<file path="src/rtl/csel_pkg.sv">
package csel_pkg;

  // Strobes from the control module to the datapath
  typedef struct packed {
    logic loadNow;   // load sumReg from the combinational sum
    logic clearNow;  // force sumReg to zero
    logic feedBack;  // use sumReg as the second operand
  } cselStrobe_t;

  // Lookup masks of one arithmetic cell, indexed by {a, b}
  localparam logic [3:0] SUM_IF_ZERO_MASK   = 4'b0110; // a ^ b
  localparam logic [3:0] SUM_IF_ONE_MASK    = 4'b1001; // ~(a ^ b)
  localparam logic [3:0] CARRY_IF_ZERO_MASK = 4'b1000; // a & b
  localparam logic [3:0] CARRY_IF_ONE_MASK  = 4'b1110; // a | b

endpackage

</file>
<file path="src/rtl/csel_cell.sv">
module csel_cell
  import csel_pkg::*;
#(
  parameter logic [3:0] SUM0_MASK   = SUM_IF_ZERO_MASK,
  parameter logic [3:0] SUM1_MASK   = SUM_IF_ONE_MASK,
  parameter logic [3:0] CARRY0_MASK = CARRY_IF_ZERO_MASK,
  parameter logic [3:0] CARRY1_MASK = CARRY_IF_ONE_MASK
) (
  input  logic aBit,
  input  logic bBit,
  input  logic chainIn0,
  input  logic chainIn1,
  input  logic groupCarry,
  output logic chainOut0,
  output logic chainOut1,
  output logic sumBit
);

  logic [1:0] lutIdx;
  logic       sumIfZero;
  logic       sumIfOne;
  logic       carryIfZero;
  logic       carryIfOne;
  logic       pickedCarry;

  assign lutIdx = {aBit, bBit};

  // Four 2-input lookup tables
  assign sumIfZero   = SUM0_MASK[lutIdx];
  assign sumIfOne    = SUM1_MASK[lutIdx];
  assign carryIfZero = CARRY0_MASK[lutIdx];
  assign carryIfOne  = CARRY1_MASK[lutIdx];

  // Each chain's incoming carry picks that chain's outgoing carry
  assign chainOut0 = chainIn0 ? carryIfOne : carryIfZero;
  assign chainOut1 = chainIn1 ? carryIfOne : carryIfZero;

  // The group carry picks the chain, and that chain's level picks the sum
  assign pickedCarry = groupCarry ? chainIn1 : chainIn0;
  assign sumBit      = pickedCarry ? sumIfOne : sumIfZero;

endmodule

</file>
<file path="src/rtl/csel_control.sv">
module csel_control
  import csel_pkg::*;
(
  input  logic        clkEn,
  input  logic        clear,
  input  logic        accumEn,
  output cselStrobe_t strobe
);

  always_comb begin
    strobe.clearNow = clear;
    strobe.loadNow  = clkEn & ~clear;   // clear has priority over load
    strobe.feedBack = accumEn;
  end

endmodule

</file>
<file path="src/rtl/csel_datapath.sv">
module csel_datapath
  import csel_pkg::*;
#(
  parameter int WIDTH = 16
) (
  input  logic              clk,
  input  logic              rstN,
  input  cselStrobe_t       strobe,
  input  logic [WIDTH-1:0]  opA,
  input  logic [WIDTH-1:0]  opB,
  input  logic              carryIn,
  output logic [WIDTH-1:0]  operandB,
  output logic [WIDTH-1:0]  sumComb,
  output logic [WIDTH-1:0]  sumReg,
  output logic              carryOut
);

  localparam int CHAIN_LEN = WIDTH + 1;

  logic [CHAIN_LEN-1:0] chainZero;
  logic [CHAIN_LEN-1:0] chainOne;

  assign operandB     = strobe.feedBack ? sumReg : opB;
  assign chainZero[0] = 1'b0;
  assign chainOne[0]  = 1'b1;

  for (genvar i = 0; i < WIDTH; i++) begin : gCell
    csel_cell cell_i (
      .aBit       (opA[i]),
      .bBit       (operandB[i]),
      .chainIn0   (chainZero[i]),
      .chainIn1   (chainOne[i]),
      .groupCarry (carryIn),
      .chainOut0  (chainZero[i+1]),
      .chainOut1  (chainOne[i+1]),
      .sumBit     (sumComb[i])
    );
  end

  assign carryOut = carryIn ? chainOne[WIDTH] : chainZero[WIDTH];

  always_ff @(posedge clk or negedge rstN) begin
    if (!rstN)                sumReg <= '0;
    else if (strobe.clearNow) sumReg <= '0;
    else if (strobe.loadNow)  sumReg <= sumComb;
  end


  chain_order_chk: assert property (@(posedge clk) disable iff (!rstN)
    (chainZero & ~chainOne) == '0);


  load_take_chk: assert property (@(posedge clk) disable iff (!rstN)
    strobe.loadNow |=> sumReg == $past(sumComb));


  hold_value_chk: assert property (@(posedge clk) disable iff (!rstN)
    (!strobe.loadNow && !strobe.clearNow) |=> $stable(sumReg));


  clear_zero_chk: assert property (@(posedge clk) disable iff (!rstN)
    strobe.clearNow |=> sumReg == '0);

endmodule

</file>
<file path="src/rtl/csel_accum_top.sv">
module csel_accum_top
  import csel_pkg::*;
#(
  parameter int WIDTH = 16
) (
  input  logic             clk,
  input  logic             rstN,
  input  logic [WIDTH-1:0] opA,
  input  logic [WIDTH-1:0] opB,
  input  logic             carryIn,
  input  logic             clkEn,
  input  logic             clear,
  input  logic             accumEn,
  output logic [WIDTH-1:0] sumComb,
  output logic [WIDTH-1:0] sumReg,
  output logic             carryOut
);

  localparam int FULL_W = WIDTH + 1;

  cselStrobe_t      strobe;
  logic [WIDTH-1:0] operandB;

  csel_control ctrl_i (
    .clkEn   (clkEn),
    .clear   (clear),
    .accumEn (accumEn),
    .strobe  (strobe)
  );

  csel_datapath #(.WIDTH(WIDTH)) dp_i (
    .clk      (clk),
    .rstN     (rstN),
    .strobe   (strobe),
    .opA      (opA),
    .opB      (opB),
    .carryIn  (carryIn),
    .operandB (operandB),
    .sumComb  (sumComb),
    .sumReg   (sumReg),
    .carryOut (carryOut)
  );


  direct_sum_chk: assert property (@(posedge clk) disable iff (!rstN)
    !accumEn |-> {carryOut, sumComb} ==
      (FULL_W'(opA) + FULL_W'(opB) + FULL_W'(carryIn)));


  feedback_sum_chk: assert property (@(posedge clk) disable iff (!rstN)
    accumEn |-> {carryOut, sumComb} ==
      (FULL_W'(opA) + FULL_W'(sumReg) + FULL_W'(carryIn)));

endmodule

</file>
<file path="config.mk">
export PLATFORM = sky130hd
export DESIGN_NAME = csel_accum_top
export DESIGN_NICKNAME = d
export VERILOG_FILES = /design/src/rtl/csel_pkg.sv /design/src/rtl/csel_cell.sv /design/src/rtl/csel_control.sv /design/src/rtl/csel_datapath.sv /design/src/rtl/csel_accum_top.sv
export SDC_FILE = /design/constraint.sdc
export NUM_CORES = 1
export LEC_CHECK = 0
export ABC_AREA = 1
export BUFFER_PORTS_ARGS = -buffer_cell sky130_fd_sc_hd__buf_2
export CORE_ASPECT_RATIO = 1.25
export CORE_UTILIZATION = 45
export CTS_CLUSTER_SIZE = 24
export DETAILED_ROUTE_END_ITERATION = 16
export GPL_ROUTABILITY_DRIVEN = 0
export PLACE_DENSITY = 0.66
export SKIP_LAST_GASP = 1
export SLEW_MARGIN = 30
export SYNTH_ARGS = -nofsm -noshare
export SYNTH_HDL_FRONTEND = slang
export SYNTH_SLANG_ARGS = --single-unit
</file>
<file path="constraint.sdc">
create_clock -name clk -period 9.3 [get_ports clk]
set_clock_uncertainty 0.05 [all_clocks]
set_input_delay 2.79 -clock clk [delete_from_list [all_inputs] [get_ports clk]]
set_output_delay 2.79 -clock clk [all_outputs]
set_load 0.02 [all_outputs]
</file>
### Yosys cells after proc, flatten, opt, wreduce, memory -nomap -nowiden

Cells that the tools add are included.

| storage, ports and cells | value |
|---|---|
| register bits | 16 |
| bits of input ports | 38 |
| output and inout port bits | 33 |

| cells by class | value |
|---|---|
| bitwise gates (word level) | 2 |
| reduce and logical (&&, ||, !) cells | 1 |
| multiplexer cells | 194 |
| magnitude comparators | 16 |

Operator list:

| kind | count |
|---|---|
| $bmux W1 S2 | 64 |
| $mux W1 | 127 |
| $lt A2 B3 Y1 const B | 16 |
| $mux W16 | 3 |
| $reduce_bool A2 Y1 | 1 |
| $and A1 B1 Y1 | 1 |
| $not A1 Y1 | 1 |

### Logic depth before layout (Yosys ltp)

Gate-level depths: netlist of run 1.

| depth | value |
|---|---|
| depth in word-level cells | 21 |
| gate-level depth with buffers | 29 |
| depth with buffers taken out | 29 |

### Cells and area by module

From an unflattened synthesis of run 1, not the netlist that was laid out.

| unflattened totals | value |
|---|---|
| cell total of the unflattened synthesis | 434 |
| area total of the unflattened synthesis | 2412.3 µm² |

By module, submodules not included:

| module | sequential area each (µm²) | cells each | area each (µm²) | instances |
|---|---|---|---|---|
| csel_cell | 0.0 | 19 | 93.8 | 16 |
| csel_datapath | 400.4 | 126 | 885.8 | 1 |
| csel_control | 0.0 | 4 | 25.0 | 1 |

### Worst setup path after synthesis of run 1

OpenSTA, ideal clock, no wires.

| timing | value |
|---|---|
| path kind | input -> output |
| start point | input accumEn |
| end point | output carryOut |
| path slack | 904 ps |
| cell stages on the path | 28 |
| path buffers | 1 |
| data arrival time | 5556 ps |
| cells stage by stage | clkbuf_1 nand2_1 o21ai_0 inv_1 ha_1 inv_1 nand2_2 nand2_2 nand2_1 nand3_2 nand2_1 nand2_1 nand3_2 nand2_2 nand2_2 nand2_1 nand2_1 nand3_1 nand3_1 nand3_1 nand3_1 nand3_1 nand3_1 nand3_1 nand2_1 nand2_1 nand2_1 o21ai_1 |

| on the way | value |
|---|---|
| word-level cells in the longest chain between the ends | 19 |
| elaborated cells between the ends (all ways) | 96 |
| classes of those cells | 96 x mux |

RTL lines:

| what | RTL line | text |
|---|---|---|
| from (decl) | csel_accum_top.sv:13 | `input logic accumEn,` |
| $mux W16 * | csel_datapath.sv:23 | `assign operandB = strobe.feedBack ? sumReg : opB;` |
| $bmux W1 S2, on equally long branches | csel_cell.sv:31, csel_cell.sv:32 |  |
| $mux W1, on equally long branches | csel_cell.sv:31, csel_cell.sv:32 |  |
| $mux W1, on equally long branches (15 in series) | csel_cell.sv:35, csel_cell.sv:36 |  |
| $mux W1 * | csel_datapath.sv:40 | `assign carryOut = carryIn ? chainOne[WIDTH] : chainZero[WIDTH];` |
| to (decl) | csel_accum_top.sv:16 | `output logic carryOut` |

Every way passes the cells marked *; elsewhere a longest branch is shown, timed or not. The select of a mux whose other input is x is not followed.

### Final worst setup path of run 1

Same ends and word-level chain as after synthesis.

==> results.txt, run 1 <==
----------------------------------------------------
[Logic synthesis]
  Top area cells in the synthesized netlist ... sky130_fd_sc_hd__ha_1 (21%), sky130_fd_sc_hd__dfrtp_1 (15%), sky130_fd_sc_hd__nand3_1 (13%), sky130_fd_sc_hd__inv_1 (12%), sky130_fd_sc_hd__nand3_2 (9.1%)
  Most frequent cells after synthesis ... sky130_fd_sc_hd__inv_1 (87), sky130_fd_sc_hd__nand3_1 (74), sky130_fd_sc_hd__nand2_1 (55)
  Sequential element share of the synthesized area ... 14.5%
  Portion of synthesized cell area occupied by the leading cell type ... 20.9%
  Synthesis Warnings ... 0
  Instance count of the mapped netlist ... 409
  Main flop type after synthesis ... sky130_fd_sc_hd__dfrtp_1
  Distinct cells, synth ... 23
  Synth area leader ... sky130_fd_sc_hd__ha_1
  Async S/R FF share, synth ... 100%
  Post-synth EDFFs ... 0
  Syn avg cell area ... 6.74 µm²
  Mapped cell area ... 2760 µm²
  Most frequent cell after synthesis ... sky130_fd_sc_hd__inv_1
  Number of synthesized register bits ... 16
  Syn nets ... 493

[Run status]
  Outcome ... finished clean

[Route]
  Mean number of vias per cell ... 5.10
  Average wire per standard cell ... 12.3 µm
  Starting DRC count in detailed routing ... 196
  Remaining antenna violation count after routing ... 0
  Detailed-router iteration count before antenna repair ... 5
  Drt drc ... 0
  Drt total wl ... 6640 µm
  Overall via count from detail_route ... 2,758

[Layout]
  Area growth, synth to finish ... 12.9%
  Largest registers ranked by flip-flop count ... dp_i.sumReg: 16 flops
  Antenna cell count ... 0
  Flip-flop count of the largest register, all copies and words added ... 16
  Post-route non-filler standard cell count ... 541
  Biggest register ... dp_i.sumReg
  Utilization after layout ... 53.1%
  Fraction of layout cells with a size suffix above 1 ... 25.1%
  Nets ... 545

[CTS]
  Num Clock Sinks ... 16
  Clock buffers created by TritonCTS ... 3
  Worst skew pair latency ... 0.26 ns
  Cell at the root of the clock tree ... sky130_fd_sc_hd__clkbuf_8
  Clock H-tree levels ... 1
  Largest buffer count on any clock path ... 2
  Setup bufs post-CTS ... 0
  Clock-pin slew reported for the worst setup and hold paths after clock tree synthesis ... 0.07 ns
  Clock tree from TritonCTS ... done

[Worst setup path]
  Master of the slowest instance on the critical path ... sky130_fd_sc_hd__buf_6
  Category of the worst setup path launch point ... input port
  Slack of the worst reg-to-reg path ... 5.93 ns
  Critical path endpoint category ... output pin
  Slowest stage delay, CP ... 0.21 ns
  Worst path most repeated cell ... sky130_fd_sc_hd__nand2_1
  Required time reported for the critical path endpoint ... 6.46 ns
  Critical register-to-register path startpoint ... dp_i.sumReg[1]
  Maximum fanout along the worst path ... 32
  Path depth of the worst reg2reg path ... 29
  Arrival time of the worst setup path ... 5.95 ns
  Endpoint of the worst register-to-register path ... dp_i.sumReg[15]
  Type of the worst setup path ... input port to output pin

[Floorplan]
  Site Rows ... 31
  Placeable core region ... 5860 µm²
  Die height ... 89.5 µm
  Area enclosed by the die boundary ... 6440 µm²
  DIE WIDTH ... 72.0 µm
  Number of top-level pins ... 71
  Initial core utilization ... 47.0%

[STA]
  Post-route minimum period ... 8.79 ns
  Worst-case setup margin in the final layout ... 0.506 ns
  Highest clock frequency the design can meet ... 114 MHz
  Count of final max-slew check failures ... 0
  Slew margin rel. ... 59.8%
  Final setup vio count ... 0
  Final period util ... 94.6%
  Final Hold Fails ... 0
  Setup TNS after final layout ... 0 ns
  Least-Margin Pin Slew ... 0.603 ns
  Unrepaired setup endpoints after global routing ... no

[Global routing]
  Vias in the first global route ... 2,614
  Initial antenna violation count ... 0
  Wire length of the first global-routing pass ... 11,200 µm
  GR Overflow Total ... 0
  GRT Total Usage ... 21.8%
  Pin count of the biggest net entering global routing ... 33

[Pwr]
  Worst VDD drop ... 60.5 µV
  Pwr dens ... 133 nW/µm²
  Leakage power figure ... 1.78 nW

[Placement]
  DPL Wire Length ... 5350 µm
  Port-buffer cells ... 70
  Pre-CTS setup slack ... 0.264 ns
  Placed instance count ... 538

[Worst hold path]
  Hold path start ... dp_i.sumReg[15]
  Hold Path Class ... flop to flop
  Capture endpoint of the worst hold path ... dp_i.sumReg[15]
  Number of cells on the worst hold path ... 2

[Job]
  Maximum capacitance violations ... 0

----------------------------------------------------
-- cells by family (layout without fill, tap and decap cells) --
family	count (synthesis)	after routing	synth area share [%]
flops	16	16	14.5
simple gates	174	174	34.6
buf+inv	111	161	17.4
compound gates	61	61	12.2
fa+ha+maj	46	46	20.9
xor+xnor	1	1	0.318
-- stage by stage --
step	hold slack [ns]	power [W]	cell area, µm²
after floorplan	0.555	0.000312	2760
after global placement	0.457	0.000352	3060
after detailed placement	0.460	0.000355	3060
after CTS	0.480	0.000416	3100
after global routing	0.514	0.000457	3110
final	0.474	0.000414	3110
-- critical path: cells and delay by family --
| kind | cells | cell delay [ns] |
|---|---|---|
| buffers and inverters | 4 | 0.54 |
| and+or+nand+nor | 22 | 2.22 |
| adders and majority gates | 1 | 0.19 |
| AOI/OAI and AO/OA | 2 | 0.20 |
-- per-layer routing --
layer / share of wire [%] / track usage [%] / vias to the layer above
met1: 44 / 27.2 / 1242
met5: 0 / 0 / -
met4: 1.1 / 5.70 / 0
met3: 4.7 / 2.25 / 11
met2: 50 / 39.8 / 89
li1: - / - / 1416
-- worst max path at each step --
stage	from	to	cells after the start	slack [ns]
3_5_place_dp	accumEn	carryOut	25	0.26
5_1_grt	accumEn	sumComb[15]	29	0.07
6_report	accumEn	carryOut	29	0.51
4_1_cts	accumEn	carryOut	27	0.25
3_3_place_gp	accumEn	carryOut	27	0.32
2_1_floorplan	accumEn	carryOut	28	0.90
-- layout make-up --
cell class                      instances  area, µm²
Timing Repair Buffer                   71        364
Clock buffer                            3       41.3
Tap cell                               82        103
Fill cell                             608       2750
Sequential cell                        16        400
Multi-Input combinational cell        282       1870
Inverter                               87        327
-- placed cells by master, fill, tap and decap left out, drive strengths merged --
cell type / n
a31oi: 10
nor2: 4
a21o: 1
clkbuf: 3
and2: 1
nand2: 69
inv: 87
a21oi: 8
o21a: 2
nand3: 100
o22ai: 6
buf: 71
dfrtp: 16
o21ai: 34
ha: 46
xnor2: 1
-- power by group --
part | switching [W] | leakage [nW] | internal (W)
Combinational | 0.000178 | 1.55 | 0.0000950
Sequential | 0.00000474 | 0.212 | 0.0000782
Clock | 0.0000298 | 0.0216 | 0.0000289
-- timing repair --
| action | 4_1_cts | 5_1_grt |
|---|---|---|
| hold buffers | 0 | 0 |
| gates resized for setup | 0 | 5 |
| endpoints found under the setup margin | 0 | 4 |
Note: power is estimated with default switching activity, not from simulation.
==> run 2: changes to the inputs <==
- CORE_MARGIN: default -> 1.5
==> run 2 against run 1 <==
Net effect:
- largest power group unchanged
- largest cell class unchanged
- clock power barely moved
- combinational power barely moved
- maximum frequency rose by 0.83%
- sequential share of layout area barely moved
- sequential cell count did not move
- clock-buffer cell count did not move
==> results.txt, run 2 (synthesis gave the netlist of run 1 again) <==
----------------------------------------------------
[CTS]
  Clock tree from TritonCTS ... done
  Cell at the root of the clock tree ... sky130_fd_sc_hd__clkbuf_8
  Clock H-tree levels ... 1 (unchanged)
  Largest buffer count on any clock path ... 2 (unchanged)
  Worst skew pair latency ... 0.26 ns (about the same)
  Number of hold-repair buffers added at the cts stage ... 0 (unchanged)
  Setup bufs post-CTS ... 0 (unchanged)
  Clock-pin slew reported for the worst setup and hold paths after clock tree synthesis ... 0.07 ns (about the same)
  Num Clock Sinks ... 16 (unchanged)
  Clock buffers created by TritonCTS ... 3 (unchanged)

[Global routing]
  Wire length of the first global-routing pass ... 10,900 µm (-2.6%)
  Pin count of the biggest net entering global routing ... 33 (unchanged)
  Vias in the first global route ... 2,524 (-3.4%)
  GR Overflow Total ... 0 (unchanged)
  GRT Total Usage ... 20.2% (-1.6 points)
  Initial antenna violation count ... 0 (unchanged)

[Layout]
  Fraction of layout cells with a size suffix above 1 ... 25.1% (+0.055 points)
  Biggest register ... dp_i.sumReg
  Area growth, synth to finish ... 12.7%
  Flip-flop count of the largest register, all copies and words added ... 16 (unchanged)
  Largest registers ranked by flip-flop count ... dp_i.sumReg: 16 flops
  Nets ... 544 (-0.18%)
  Antenna cell count ... 0 (unchanged)
  Most common cell after layout, fill and taps aside ... sky130_fd_sc_hd__inv_1
  Leading cell types in the layout, fill and taps excluded ... sky130_fd_sc_hd__inv_1 (87), sky130_fd_sc_hd__nand3_1 (74), sky130_fd_sc_hd__buf_2 (69)
  Post-route non-filler standard cell count ... 540 (-0.18%)

[Floorplan]
  Die height ... 90.5 µm (+1.1%)
  Area enclosed by the die boundary ... 6600 µm² (+2.5%)
  Number of top-level pins ... 71 (unchanged)
  DIE WIDTH ... 73.0 µm (+1.4%)
  Placeable core region ... 5860 µm² (unchanged)
  Initial core utilization ... 47.0% (unchanged)
  Site Rows ... 31 (unchanged)

[Pwr]
  Total power ... 0.000412 W (-0.58%)
  Pwr dens ... 133 nW/µm² (-0.42%)
  Worst VDD drop ... 58.0 µV (-4.1%)
  Leakage power figure ... 1.78 nW (-0.29%)

[Route]
  Starting DRC count in detailed routing ... 167 (-15%)
  Remaining antenna violation count after routing ... 0 (unchanged)
  Mean number of vias per cell ... 4.99 (-2.1%)
  Drt total wl ... 6410 µm (-3.6%)
  Drt drc ... 0 (unchanged)
  Overall via count from detail_route ... 2,694 (-2.3%)
  Detailed-router iteration count before antenna repair ... 5 (unchanged)
  Average wire per standard cell ... 11.9 µm (-3.4%)

[Worst hold path]
  Capture endpoint of the worst hold path ... dp_i.sumReg[15]
  Number of cells on the worst hold path ... 2 (unchanged)
  Hold Path Class ... flop to flop
  Hold path start ... dp_i.sumReg[15]

[Worst setup path]
  Master of the slowest instance on the critical path ... sky130_fd_sc_hd__buf_6
  Critical register-to-register path startpoint ... dp_i.sumReg[1]
  Critical path endpoint category ... output pin
  Type of the worst setup path ... input port to output pin
  Arrival time of the worst setup path ... 5.88 ns (-0.07 ns)
  Path depth of the worst reg2reg path ... 27 (-6.9%)
  Endpoint of the worst register-to-register path ... dp_i.sumReg[14]
  Category of the worst setup path launch point ... input port
  Required time reported for the critical path endpoint ... 6.46 ns (about the same)
  Slowest stage delay, CP ... 0.20 ns (about the same)
  Maximum fanout along the worst path ... 32 (unchanged)
  Slack of the worst reg-to-reg path ... 5.97 ns (+0.04 ns)

[STA]
  Worst-case setup margin in the final layout ... 0.578 ns (+0.0721 ns)
  Post-route minimum period ... 8.72 ns (-0.0721 ns)
  Count of final max-slew check failures ... 0 (unchanged)
  Least-Margin Pin Slew ... 0.652 ns (+0.0495 ns)
  Setup TNS after final layout ... 0 ns (unchanged)
  Final setup vio count ... 0 (unchanged)
  Final period util ... 93.8% (-0.78 points)
  Final Hold Fails ... 0 (unchanged)
  Highest clock frequency the design can meet ... 115 MHz (+0.83%)
  Slew margin rel. ... 56.5% (-3.3 points)
  Unrepaired setup endpoints after global routing ... no

[Placement]
  Port-buffer cells ... 70 (unchanged)
  Pre-CTS setup slack ... 0.314 ns (+0.0499 ns)
  DPL Wire Length ... 5180 µm (-3.1%)
  Placed instance count ... 537 (-0.19%)

[Run status]
  Outcome ... finished clean

[Job]
  Maximum capacitance violations ... 0 (unchanged)

----------------------------------------------------
[run 2: what timing repair did]
| action | 4_1_cts | 5_1_grt |
|---|---|---|
| endpoints found under the hold margin | 0 | 0 |
| setup endpoints to repair | 0 | 4 |
| resized for setup | 0 | 6 |
[run 2: layer usage]
| layer | vias to the layer above | part of all wire [%] | track usage [%] |
|---|---|---|---|
| li1 | 1420 | - | - |
| met2 | 59 | 50 | 34.8 |
| met5 | - | 0 | 0 |
| met1 | 1209 | 45 | 26.2 |
| met4 | 0 | 1.6 | 5.03 |
| met3 | 6 | 3.5 | 2.12 |
[run 2: power breakdown]
group / leakage (nW) / total [W] / internal [W] / switching, W
Sequential: 0.212 / 0.0000823 / 0.0000782 / 0.00000414
Clock: 0.0216 / 0.0000589 / 0.0000289 / 0.0000300
Combinational: 1.54 / 0.000271 / 0.0000948 / 0.000176
Total: 1.78 / 0.000412 / 0.000202 / 0.000210
[run 2: final cells by class]
class                           instances  area, µm²
Tap cell                               82        103
Timing Repair Buffer                   70        357
Sequential cell                        16        400
Fill cell                             595       2750
Inverter                               87        327
Multi-Input combinational cell        282       1880
Clock buffer                            3       41.3
[run 2: how the worst max path moves through the flow]
stage             from       end  slack (ns)
2_1_floorplan  accumEn  carryOut        0.90
3_3_place_gp   accumEn  carryOut        0.38
3_5_place_dp   accumEn  carryOut        0.31
4_1_cts        accumEn  carryOut        0.31
5_1_grt        accumEn  carryOut        0.08
6_report       accumEn  carryOut        0.58
[run 2: worst max-delay path, delay by kind of cell]
family | cells | cell delay, ns
AO/OA/AOI/OAI | 2 | 0.21
adder cells (fa/ha/maj) | 1 | 0.20
buffers and inverters | 4 | 0.53
AND/OR/NAND/NOR | 22 | 2.14
[run 2: stage by stage]
| stage | utilization, % | area, µm² | hold slack, ns |
|---|---|---|---|
| after floorplan | - | 2760 | 0.555 |
| after global placement | 52.1 | 3050 | 0.446 |
| after detailed placement | 52.1 | 3050 | 0.442 |
| after CTS | 52.9 | 3100 | 0.464 |
| after global routing | 53.0 | 3100 | 0.480 |
| final | 53.0 | 3100 | 0.456 |
==> run 3: changes to the inputs <==
- CORE_ASPECT_RATIO: 1.25 -> 0.6
- CTS_CLUSTER_SIZE: 24 -> default
- PLACE_DENSITY: 0.66 -> 0.67
- SYNTH_HIERARCHICAL: default -> 1
==> run 3 against run 2 <==
Net effect:
- the run now ends with setup timing left
- hold slack gained 0.0014 ns
- register-to-register slack lost 1.4 ns
- critical path depth grew 14
- design area grew 8.1%
- clock-buffer cell count is the same
- sequential cell count is the same
- synthesized area shrank 12%
- final cell count grew 9.6%
- largest cell class unchanged
- maximum frequency shrank 12%
- largest power group unchanged
==> results.txt, run 3 <==
----------------------------------------------------
[STA]
  Least-Margin Pin Slew ... 0.905 ns (+0.253 ns)
  Final Hold Fails ... 0 (unchanged)
  Highest clock frequency the design can meet ... 101 MHz (-12%)
  Count of final max-slew check failures ... 0 (unchanged)
  Slew margin rel. ... 39.6% (-17 points)
  Final period util ... 106% (+13 points)
  Worst hold slack ... 0.458 ns (+0.00140 ns)
  Unrepaired setup endpoints after global routing ... yes
  Post-route minimum period ... 9.89 ns (+1.17 ns)
  Worst-case setup margin in the final layout ... -0.591 ns (-1.17 ns)
  Final setup vio count ... 4 (+4)

[Layout]
  Biggest register ... dp_i/sumReg
  Leading cell types in the layout, fill and taps excluded ... sky130_fd_sc_hd__nand2_1 (135), sky130_fd_sc_hd__inv_1 (83), sky130_fd_sc_hd__buf_2 (62)
  Nets ... 598 (+9.9%)
  Final cell area excluding filler cells ... 3360 µm² (+8.1%)
  Fraction of layout cells with a size suffix above 1 ... 37.3% (+12 points)
  Largest registers ranked by flip-flop count ... dp_i/sumReg: 16 flops
  Area growth, synth to finish ... 39.1%
  Antenna cell count ... 0 (unchanged)
  Most common cell after layout, fill and taps aside ... sky130_fd_sc_hd__nand2_1
  Filler cell count ... 474 (-20%)
  Flip-flop count of the largest register, all copies and words added ... 16 (unchanged)
  Post-route non-filler standard cell count ... 592 (+9.6%)

[Worst setup path]
  Critical path endpoint category ... output pin
  Maximum fanout along the worst path ... 3 (-91%)
  Slowest stage delay, CP ... 0.18 ns (-0.02 ns)
  Category of the worst setup path launch point ... input port
  Master of the slowest instance on the critical path ... sky130_fd_sc_hd__ha_2
  Worst path most repeated cell ... sky130_fd_sc_hd__inv_2
  Arrival time of the worst setup path ... 7.05 ns (+1.17 ns)
  Type of the worst setup path ... input port to output pin
  Required time reported for the critical path endpoint ... 6.46 ns (about the same)

[Logic synthesis]
  Dominant combinational cell family by area after synthesis ... simple AND/OR/NAND/NOR gates
  Syn avg cell area ... 5.56 µm² (-17%)
  Simple-Gate Fraction of Synth Area ... 35.7% (+1.1 points)
  Most frequent cells after synthesis ... sky130_fd_sc_hd__nand2_1 (161), sky130_fd_sc_hd__inv_1 (114), sky130_fd_sc_hd__o21ai_0 (49)
  Synth area leader ... sky130_fd_sc_hd__nand2_1
  Post-synth EDFFs ... 0 (unchanged)
  Instance count of the mapped netlist ... 434 (+6.1%)
  Compound-cell area share of the yosys netlist ... 10.2% (-2.1 points)
  Share of cell area taken by muxes after synthesis ... 0% (unchanged)
  Sequential element share of the synthesized area ... 16.6% (+2.1 points)
  Distinct cells, synth ... 14 (-39%)
  Portion of synthesized cell area occupied by the leading cell type ... 25.1% (+4.2 points)
  Synthesis Warnings ... 6 (+6)
  Async S/R FF share, synth ... 100% (unchanged)
  Mapped cell area ... 2410 µm² (-12%)
  Number of synthesized register bits ... 16 (unchanged)
  Most frequent cell after synthesis ... sky130_fd_sc_hd__nand2_1
  Adder-cell share of the synthesized area ... 16.6% (-4.3 points)
  Main flop type after synthesis ... sky130_fd_sc_hd__dfrtp_1
  Top area cells in the synthesized netlist ... sky130_fd_sc_hd__nand2_1 (25%), sky130_fd_sc_hd__inv_1 (18%), sky130_fd_sc_hd__dfrtp_1 (17%), sky130_fd_sc_hd__ha_1 (17%), sky130_fd_sc_hd__o21ai_0 (10%)
  Xor and xnor area share after synthesis ... 0% (-0.32 points)

[Route]
  Overall via count from detail_route ... 2,839 (+5.4%)
  Drt drc ... 0 (unchanged)
  Average wire per standard cell ... 11.4 µm (-4.2%)
  Detailed-router iteration count before antenna repair ... 4 (-1)
  Starting DRC count in detailed routing ... 100 (-40%)
  Remaining antenna violation count after routing ... 0 (unchanged)
  Drt total wl ... 6730 µm (+5.1%)
  Mean number of vias per cell ... 4.80 (-3.9%)

[Floorplan]
  Initial core utilization ... 47.3% (+0.21 points)
  Number of top-level pins ... 71 (unchanged)
  Area enclosed by the die boundary ... 5820 µm² (-12%)
  DIE WIDTH ... 97.5 µm (+34%)
  Placeable core region ... 5100 µm² (-13%)
  Die height ... 59.7 µm (-34%)
  Site Rows ... 20 (-35%)

[CTS]
  Clock buffers created by TritonCTS ... 3 (unchanged)
  Clock-pin slew reported for the worst setup and hold paths after clock tree synthesis ... 0.06 ns (about the same)
  Clock H-tree levels ... 1 (unchanged)
  Largest buffer count on any clock path ... 2 (unchanged)
  Cell at the root of the clock tree ... sky130_fd_sc_hd__clkbuf_8
  Clock tree from TritonCTS ... done
  Number of hold-repair buffers added at the cts stage ... 0 (unchanged)
  Num Clock Sinks ... 16 (unchanged)
  Worst skew pair latency ... 0.24 ns (-0.02 ns)

[Run status]
  Outcome ... finished, violations left
  Failing checks ... setup timing

[Job]
  Maximum capacitance violations ... 0 (unchanged)

[Worst hold path]
  Hold Path Class ... flop to flop

[Placement]
  Placed instance count ... 571 (+6.3%)
  DP Area ... 2870 µm² (-5.9%)
  DPL Wire Length ... 4660 µm (-10%)
  Port-buffer cells ... 70 (unchanged)
  Pre-CTS setup slack ... -1.26 ns (-1.57 ns)

[Pwr]
  Worst VDD drop ... 53.4 µV (-8.1%)
  Switching Power ... 0.000178 W (-15%)
  Pwr dens ... 114 nW/µm² (-14%)
  Leakage power figure ... 2.04 nW (+15%)
  Flop pwr share ... 20.9% (+0.9 points)
  Logic pwr share ... 66.0% (+0.3 points)
  Proportion of total power due to net switching ... 46.4% (-4.6 points)
  Power share of the clock group ... 13.1% (-1.2 points)
  Total internal power ... 0.000205 W (+1.7%)

[Global routing]
  Vias in the first global route ... 2,385 (-5.5%)
  Wire length of the first global-routing pass ... 10,400 µm (-4.9%)
  Pin count of the biggest net entering global routing ... 51 (+55%)
  GR Overflow Total ... 0 (unchanged)
  Initial antenna violation count ... 0 (unchanged)
  GRT Total Usage ... 21.7% (+1.5 points)

----------------------------------------------------
-- run 3: cell count changes after synthesis, sizes merged, moves of 3 or more --
cell / change
o21ai: +15
nand2: +92
a31oi: -10
nand3: -52
buf: -12
clkbuf: -3
ha: -14
o22ai: -6
inv: +28
a21oi: -8
-- run 3: power groups by stage --
stage	registers [W]	clock network, W	logic, W
after global placement	0.0000811	0	0.000187
after global routing	0.0000808	0.0000547	0.000278
after CTS	0.0000801	0.0000517	0.000218
after detailed placement	0.0000812	0	0.000190
after floorplan	0.0000865	0	0.000124
final	0.0000801	0.0000503	0.000253
-- run 3: layer usage --
layer	up-vias	track usage, %	routed length [µm]
li1	1493	-	-
met1	1250	30.8	3210
met2	88	37.0	3010
met3	8	2.11	438
met4	0	3.47	80
met5	-	0	0
-- run 3: path summary, 6_finish.rpt --
kind	from	endpoint	cells past startpoint	slack [ns]
worst max register to register	dp_i/sumReg[0]	dp_i/sumReg[15]	43	4.57
worst min-delay path	dp_i/sumReg[6]	dp_i/sumReg[6]	2	0.46
max in group asynchronous	rstN	dp_i/sumReg[7]	1	6.54
worst max-delay path	opB[0]	carryOut	43	-0.59
worst min register to register	dp_i/sumReg[6]	dp_i/sumReg[6]	2	0.46
min in group asynchronous	rstN	dp_i/sumReg[15]	1	2.40
-- run 3: area by class of cell --
| type | count | area, µm² | share of cell area (%) |
|---|---|---|---|
| Clock buffer | 3 | 41.3 | 1.23 |
| Inverter | 115 | 432 | 12.9 |
| Multi-Input combinational cell | 296 | 1810 | 53.9 |
| Sequential cell | 16 | 400 | 11.9 |
| Tap cell | 66 | 82.6 | 2.46 |
| Timing Repair Buffer | 96 | 592 | 17.6 |
-- run 3: kinds of logic after synthesis --
group,after synthesis
AO/OA/AOI/OAI,49
adder cells (fa/ha/maj),32
flip-flops,16
AND/OR/NAND/NOR,211
other,2
buffers and inverters,124
-- run 3: stage by stage --
stage	TNS, ns	total power (W)	utilization (%)
global placement	-3.57	0.000268	56.3
detailed placement	-4.20	0.000271	56.3
floorplan	-0.970	0.000210	-
global route	-2.94	0.000413	65.7
finish	-1.51	0.000383	65.7
CTS	-1.31	0.000350	61.1
-- run 3: critical path: cells and delay by family --
family	cells	cell delay [ns]
buffers and inverters	19	1.38
adder cells (fa/ha/maj)	1	0.18
AO/OA/AOI/OAI	18	2.27
AND/OR/NAND/NOR	5	0.37
-- run 3: timing repair --
item / in CTS / in global routing
setup endpoints to repair: 6 / 6
gates cloned: 0 / 0
pin swaps: 10 / 18
buffers inserted: 9 / 9
resized for setup: 62 / 54
